File: src/rtl/pin_setting_mux.sv
module pin_setting_mux #(
  parameter int          BW_W     = 4,
  parameter int          LOS_W    = 7,
  parameter int          REG_W    = 8,
  parameter int          NSLOT    = 4,
  parameter int          PE_MAX   = 8,
  parameter logic [3:0]  BW_DEF0  = 4'b1111,
  parameter logic [3:0]  BW_DEF1  = 4'b1000,
  parameter logic [3:0]  BW_DEF2  = 4'b0101,
  parameter logic [3:0]  BW_DEF3  = 4'b0010,
  parameter logic [6:0]  LOS_DEF0 = 7'd0,
  parameter logic [6:0]  LOS_DEF1 = 7'd10,
  parameter logic [6:0]  LOS_DEF2 = 7'd40,
  parameter logic [6:0]  LOS_DEF3 = 7'd40
) (
  input  logic                        clk,
  input  logic                        rst_n,
  input  logic                        rate_hi_pin,
  input  logic                        rate_lo_pin,
  input  logic [REG_W-1:0]            ctrl_reg,
  input  logic [REG_W-1:0]            amp_reg,
  input  logic [REG_W-1:0]            pe_reg,
  input  logic [NSLOT-1:0][REG_W-1:0] bw_slot_reg,
  input  logic [NSLOT-1:0][REG_W-1:0] los_slot_reg,
  output logic [BW_W-1:0]             bw_code,
  output logic [LOS_W-1:0]            los_code,
  output logic [REG_W-1:0]            bw_status,
  output logic [REG_W-1:0]            los_status,
  output logic [2:0]                  amp_en,
  output logic [3:0]                  pe_db,
  output logic [PE_MAX-1:0]           pe_therm,
  output logic                        out_disable,
  output logic                        los_high_range
);
  localparam int SLOT_W = $clog2(NSLOT);
  localparam int FLAG   = REG_W - 1;
  localparam int DIS_B  = 3;
  localparam int RNG_B  = 2;

  logic [1:0] sync1, sync2;
  logic [SLOT_W-1:0] slot;
  logic [REG_W-1:0] bw_sel_reg, los_sel_reg;
  logic [BW_W-1:0]  bw_dflt, bw_next;
  logic [LOS_W-1:0] los_dflt, los_next;
  logic [2:0] amp_next;
  logic [3:0] pe_next;
  logic [PE_MAX-1:0] therm_next;

  always_ff @(posedge clk or negedge rst_n)
    if (!rst_n) begin
      sync1 <= 2'b10;
      sync2 <= 2'b10;
    end else begin
      sync1 <= {rate_hi_pin, rate_lo_pin};
      sync2 <= sync1;
    end

  // Gray-ordered pin code to slot index: 00->0, 01->1, 11->2, 10->3
  assign slot        = {sync2[1], sync2[1] ^ sync2[0]};
  assign bw_sel_reg  = bw_slot_reg[slot];
  assign los_sel_reg = los_slot_reg[slot];

  always_comb begin
    case (slot)
      2'd0:    begin bw_dflt = BW_DEF0; los_dflt = LOS_DEF0; end
      2'd1:    begin bw_dflt = BW_DEF1; los_dflt = LOS_DEF1; end
      2'd2:    begin bw_dflt = BW_DEF2; los_dflt = LOS_DEF2; end
      default: begin bw_dflt = BW_DEF3; los_dflt = LOS_DEF3; end
    endcase
  end

  assign bw_next  = bw_sel_reg[FLAG]  ? bw_sel_reg[BW_W-1:0]   : bw_dflt;
  assign los_next = los_sel_reg[FLAG] ? los_sel_reg[LOS_W-1:0] : los_dflt;

  always_comb begin
    case (amp_reg[1:0])
      2'b00:   amp_next = 3'b001;
      2'b11:   amp_next = 3'b100;
      default: amp_next = 3'b010;
    endcase
  end

  always_comb begin
    case (pe_reg[3:0])
      4'd0:                    pe_next = 4'd0;
      4'd1, 4'd2:              pe_next = 4'd1;
      4'd3:                    pe_next = 4'd2;
      4'd4:                    pe_next = 4'd3;
      4'd5, 4'd6:              pe_next = 4'd4;
      4'd7, 4'd8, 4'd9,
      4'd10, 4'd11:            pe_next = 4'd5;
      4'd12:                   pe_next = 4'd6;
      4'd13, 4'd14:            pe_next = 4'd7;
      default:                 pe_next = 4'd8;
    endcase
  end

  for (genvar i = 0; i < PE_MAX; i++) begin : g_therm
    assign therm_next[i] = (pe_next > 4'(i));
  end

  always_ff @(posedge clk or negedge rst_n)
    if (!rst_n) begin
      bw_code        <= BW_DEF3;
      los_code       <= LOS_DEF3;
      amp_en         <= '0;
      pe_db          <= '0;
      pe_therm       <= '0;
      out_disable    <= 1'b0;
      los_high_range <= 1'b0;
    end else begin
      bw_code        <= bw_next;
      los_code       <= los_next;
      amp_en         <= amp_next;
      pe_db          <= pe_next;
      pe_therm       <= therm_next;
      out_disable    <= ctrl_reg[DIS_B];
      los_high_range <= ctrl_reg[RNG_B];
    end

  assign bw_status  = {{(REG_W-BW_W){1'b0}}, bw_code};
  assign los_status = {{(REG_W-LOS_W){1'b0}}, los_code};

  assert_ctrl_bits_R9: assert property (@(posedge clk) disable iff (!rst_n)
    1'b1 |=> (out_disable == $past(ctrl_reg[DIS_B])) && (los_high_range == $past(ctrl_reg[RNG_B])));

  assert_amp_onehot_R7: assert property (@(posedge clk) disable iff (!rst_n)
    1'b1 |=> $countones(amp_en) == 1);

  assert_amp_follows_R7: assert property (@(posedge clk) disable iff (!rst_n)
    ($past(amp_reg[1:0]) == 2'b11 && $past(rst_n)) |-> amp_en[2]);

  assert_therm_count_R8: assert property (@(posedge clk) disable iff (!rst_n)
    $countones(pe_therm) == 32'(pe_db) && pe_db <= 4'(PE_MAX));

  assert_status_pad_R5: assert property (@(posedge clk) disable iff (!rst_n)
    bw_status[REG_W-1:BW_W] == '0 && los_status[REG_W-1] == 1'b0);
endmodule

File: config.mk
export PLATFORM = sky130hd
export DESIGN_NAME = pin_setting_mux
export DESIGN_NICKNAME = d
export VERILOG_FILES = /design/src/rtl/pin_setting_mux.sv
export SDC_FILE = /design/constraint.sdc
export NUM_CORES = 1
export LEC_CHECK = 0
export BUFFER_PORTS_ARGS = -buffer_cell sky130_fd_sc_hd__buf_2
export CELL_PAD_IN_SITES_DETAIL_PLACEMENT = 0
export CELL_PAD_IN_SITES_GLOBAL_PLACEMENT = 1
export CORE_MARGIN = 4
export CORE_UTILIZATION = 28
export CTS_CLUSTER_DIAMETER = 40
export DETAILED_ROUTE_END_ITERATION = 12
export HOLD_SLACK_MARGIN = 0.15
export PLACE_DENSITY = 0.87
export SYNTH_ARGS = -nofsm -noshare
export SYNTH_HDL_FRONTEND = slang
export SYNTH_SLANG_ARGS = --single-unit
File: constraint.sdc
create_clock -name clk -period 3 [get_ports clk]
set_clock_uncertainty 0.15 [all_clocks]
set_input_delay 0.15 -clock clk [delete_from_list [all_inputs] [get_ports clk]]
set_output_delay 0.15 -clock clk [all_outputs]
set_load 0.05 [all_outputs]
# Word level (Yosys, flattened, before mapping)
# Memories as Yosys holds them, arrays and structs flattened.
# Cells that the tools add are included.
[word_totals] out_inout_bits=44 rom_bits=64 register_bits=32 memories=1
[memory_table] memory="(name not given)" depth=16 width=4 read_ports=1 rd_ports_with_merged_regs=0 write_ports=0 line="84" rtl="case (pe_reg[3:0])"
[classes] mux=9 n_eq_ne=3 n_lt_le_gt_ge=9 reduce_logical=2 bitwise=1
[ops] cell="binary-select mux 8 bit (select 2 bit)" count=2
[ops] cell="greater-than comparator 4 x 3 -> 1 bit (second input constant)" count=4
[ops] cell="2-to-1 mux 8 bit" count=2
[ops] cell="one-hot mux 4 bit (3 select lines)" count=1
[ops] cell="one-hot mux 6 bit (2 select lines)" count=1
[ops] cell="greater-than comparator 4 x 1 -> 1 bit (second input constant)" count=2
[ops] cell="greater-than comparator 4 x 2 -> 1 bit (second input constant)" count=2
[ops] cell="2-to-1 mux 7 bit" count=1
[ops] cell="one-hot mux 3 bit (2 select lines)" count=1
[ops] cell="equality test 2 bit (second input constant)" count=2
[ops] cell="zero test 2 bit" count=2
[ops] cell="2-to-1 mux 4 bit" count=1
[ops] cell="< comparator 2 x 3 -> 1 bit (second input constant)" count=1
[ops] cell="equality test 2 x 1 -> 1 bit (second input constant)" count=1
[ops] cell="bitwise XOR 1 bit" count=1

# Logic depth before layout (Yosys ltp)
[logic_depth] ltp_word=4 depth_mapped=9 depth_no_buf=5

# Worst setup path before layout
# Ideal clock, no wire load.
[synth_timing] path_kind="flip-flop to flip-flop" from="register sync2[1]" to="register los_code[0]" required_time_ns=2.731 setup_ns=0.119 stages_incl_launch_ff=9 n_path_buf=4 slack_ns=0.334 arrival_time_ns=2.397 cell_sequence="dfstp_2 -> buf_2 -> buf_1 -> inv_1 -> ha_1 -> buf_6 -> buf_2 -> mux4_2 -> and2_1"
[synth_via] elab_chain_len=4
[synth_lines] item="from (decl)" line="40" rtl="logic [1:0] sync1, sync2;"
[synth_lines] item="from (signal assigned)" line="55" rtl="sync2 <= sync1;"
[synth_lines] item="bitwise XOR 1 bit" line="59" rtl="assign slot = {sync2[1], sync2[1] ^ sync2[0]};"
[synth_lines] item="binary-select mux 8 bit (select 2 bit) (*)" line="61" rtl="assign los_sel_reg = los_slot_reg[slot];"
[synth_lines] item="2-to-1 mux 8 bit (implied by the code) (*)" line="61"
[synth_lines] item="2-to-1 mux 7 bit (*)" line="73" rtl="assign los_next = los_sel_reg[FLAG] ? los_sel_reg[LOS_W-1:0] : los_dflt;"
[synth_lines] item="net los_next[0]" line="44" rtl="logic [LOS_W-1:0] los_dflt, los_next;"
[synth_lines] item="to (signal assigned)" line="113" rtl="los_code <= los_next;"
[synth_lines] item="to (decl)" line="26" rtl="output logic [LOS_W-1:0] los_code,"
# Mark *: on every way through the listed nets, which the timed path passes. The rest lies on a longest branch. The select of a mux whose other input is x is not followed.

# Final worst setup path
[layout_timing] from="register sync2[1]" to="register bw_code[3]"
[layout_via] elab_chain_len=4 elab_cells_between_ends=8 cone_classes="eq/ne: 2; mux: 4; bitwise: 1; reduce/logical: 1"
[layout_lines] item="bitwise XOR 1 bit" line="59"
[layout_lines] item="equality test 2 bit (tied with other cells)" line="64" rtl="case (slot)"
[layout_lines] item="one-hot mux 4 bit (3 select lines) / 2-to-1 mux 8 bit (equally long branches)" line="64, 60"
[layout_lines] item="2-to-1 mux 4 bit (*)" line="72" rtl="assign bw_next = bw_sel_reg[FLAG] ? bw_sel_reg[BW_W-1:0] : bw_dflt;"
[layout_lines] item="net bw_next[3]" line="43" rtl="logic [BW_W-1:0] bw_dflt, bw_next;"
[layout_lines] item="to (signal assigned)" line="112" rtl="bw_code <= bw_next;"
[layout_lines] item="to (decl)" line="25" rtl="output logic [BW_W-1:0] bw_code,"
# Marked as above.

==> results.py <==
metrics = {
    "flow_run": {
        "maxCapViolCount": 0,
    },
    "setup_path": {
        "cp_data_arrival_time_ps": 2860,
        "worst-path-max-fanout": 11,
        "required_ps": 3010,
        "worstSetupPathType": "flop to flop",
        "crit_path_start_kind": "flop",
        "end_kind": "flop",
    },
    "logic_synthesis": {
        "synth_cells": 135,
        "synth_warnings": 0,
        "synth-seq-cells": 32,
        "yosys-top-cells-area": "dfrtp_1 40%, mux4_2 9.4%, dfstp_2 7.8%",
        "avgSynthCellArea_um2": 12.47,
        "synth_area_um2": 1684,
        "synth-seq-area-share_pct": 47.92,
        "synth_top_cell_by_area": "dfrtp_1",
        "netlist-cell-type-count": 31,
        "yosysTopAreaCellShare_pct": 40.12,
    },
    "global_routing": {
        "antenna_found_initial": 0,
        "grt_max_degree": 33,
        "grtUsageTotal_pct": 12.16,
        "grt_pass1_wl_um": 6858,
        "grt-ovfl-total": 0,
        "first_global_vias": 1527,
    },
    "die": {
        "io_pins": 136,
        "rows": 27,
        "dieHeight_um": 85.56,
        "initial_core_util_pct": 29.67,
        "die-area_um2": 7320,
        "dieWidth_um": 85.56,
        "core_um2": 5675,
    },
    "detailed_routing": {
        "m1WireLength_um": 1551,
        "vias_per_cell": 4.364,
        "avgRoutedWirePerCell_um": 13.17,
        "dr_wl_met3_um": 385,
        "dr.pass1.iters": 4,
        "wl_um": 4346,
        "drt-initial-drc-count": 70,
        "wl_met2_um": 2291,
        "ant_nets": 0,
        "routed.top_layer": "met4",
        "route.vias.total": 1440,
        "remaining_drc_errors": 0,
    },
    "power_and_ir_drop": {
        "p_per_area_nw_per_um2": 518.0,
        "ir_worst_vdd_mv": 0.2227,
        "p_leak_nw": 1.298,
        "power_mw": 1.316,
    },
    "layout": {
        "design_area_um2": 2540,
        "mostFrequentLayoutCells": "102 x buf_2, 28 x dlygate4sd3_1, 27 x dfrtp_1",
        "fin_cells": 330,
        "layout_commonest_cell": "buf_2",
        "layout-drive-gt1-share_pct": 49.22,
        "n_antenna_cell": 0,
        "syn_to_final_growth_pct": 50.82,
        "fin_nets": 357,
    },
    "placed_design": {
        "placed_area_um2": 2170,
        "hpwl_um": 3243,
        "gp_congestion": 0.7706,
        "portBuffers": 102,
        "dp.cells": 294,
    },
    "cts": {
        "cts_buffer_depth": 2,
        "cts.htree.levels": 2,
        "clk_pin_slew_ps": 60,
        "numCtsBuffers": 5,
        "cts_resized": 0,
        "ctsRootBufferMaster": "clkbuf_8",
        "cts.sinks": 32,
        "cts_tree": "yes",
        "clock_latency_ps": 270,
    },
    "timing": {
        "setup_violations": 0,
        "tns_ps": 0,
        "report.final.slew_viol_count": 0,
        "rsz0062_at_grt": "no",
        "relSlewSlack_pct": 52.57,
        "fin_crit_sh_pct": 95.09,
        "fin_hold_ws_ps": 161.5,
        "period_needed_ps": 2853,
        "worstMarginPinSlew_ps": 711.4,
        "max_freq_mhz": 350.6,
        "finalHoldViolCount": 0,
    },
    "run_status": {
        "status": "finished clean",
    },
    "worst_hold_path": {
        "hp-class": "input pin to flop",
    },
}
-- area by class of cell --
cell class	count	area, um^2
inverter	10	37.54
fill	552	3136
timing repair buffer	133	813.3
clock buffer	8	90.09
multi-input combinational	75	701.9
sequential	32	807.0
tap	72	90.09
-- cell families after synthesis --
logic type / synth area share, %
other: 0.2227
muxes: 17.38
buffers and inverters: 11.29
DFF: 47.92
adders and majority gates: 5.944
xor gates and xnor gates: 0.5202
AOI/OAI and AO/OA: 6.985
and+or+nand+nor: 9.732
-- worst max-delay path: stages, from the launching register on --
cell           delay, ps
dfstp_2              520
inv_1                 50
ha_1                 570
buf_4                230
mux4_2               500
dlygate4sd3_1        590
nand2_1               70
o31ai_1               60
-- layer usage --
layer	vias to the layer above	track usage, %
met1	668	12.37
li1	689	-
met5	-	0
met3	11	3.746
met2	72	22.32
met4	0	6.043
-- stage by stage --
step / util [%] / worst slack (ps)
after global placement: 38.23 / 577.3
after global routing: 44.75 / 10.82
after CTS: 44.75 / 146.3
final: 44.75 / 147.3
after floorplan: - / 334.4
after detailed placement: 38.23 / 582.3
-- flip-flops by register name, summed over array words and instances (netlist names) --
name	flops
amp_en	3
bw_code	4
los_code	7
los_high_range	1
out_disable	1
pe_db	4
pe_therm	8
sync1	2
sync2	2
-- repair_timing --
| action | CTS | global route |
|---|---|---|
| hold buffers | 28 | 0 |
| setup buffers | 0 | 0 |
| setup endpoints to repair | 0 | 0 |
| hold endpoints to repair | 47 | 0 |
-- Yosys cell counts, drive strengths merged --
cell     n
nand2b   2
o21ai    5
nand3b   4
a32oi    2
nor2     4
o21a     1
ha       8
xor2     1
and2     4
o31ai    1
nand2    6
conb     1
nor2b    5
a211oi   1
mux4    11
inv     10
dfrtp   27
clkbuf   2
mux2     2
a21oi    6
nand3    2
a31oi    1
a22o     1
a21boi   1
buf     20
or3b     2
dfstp    5
-- worst paths after layout --
path | startpoint | end | slack (ps) | cells past startpoint
worst max register to register | sync2[1] | bw_code[3] | 150 | 7
worst min register to register | sync1[0] | sync2[0] | 200 | 0
worst min-delay path | los_slot_reg[11] | los_code[3] | 160 | 4
worst max-delay path | sync2[1] | bw_code[3] | 150 | 7
max in group asynchronous | rst_n | sync2[0] | 1940 | 2
min in group asynchronous | rst_n | los_high_range | 310 | 2
-- report_power, final --
| part | switching, mW | internal [mW] |
|---|---|---|
| Clock | 0.142 | 0.187 |
| Sequential | 0.0128 | 0.477 |
| Combinational | 0.330 | 0.167 |
(Power assumes the default switching activity.)
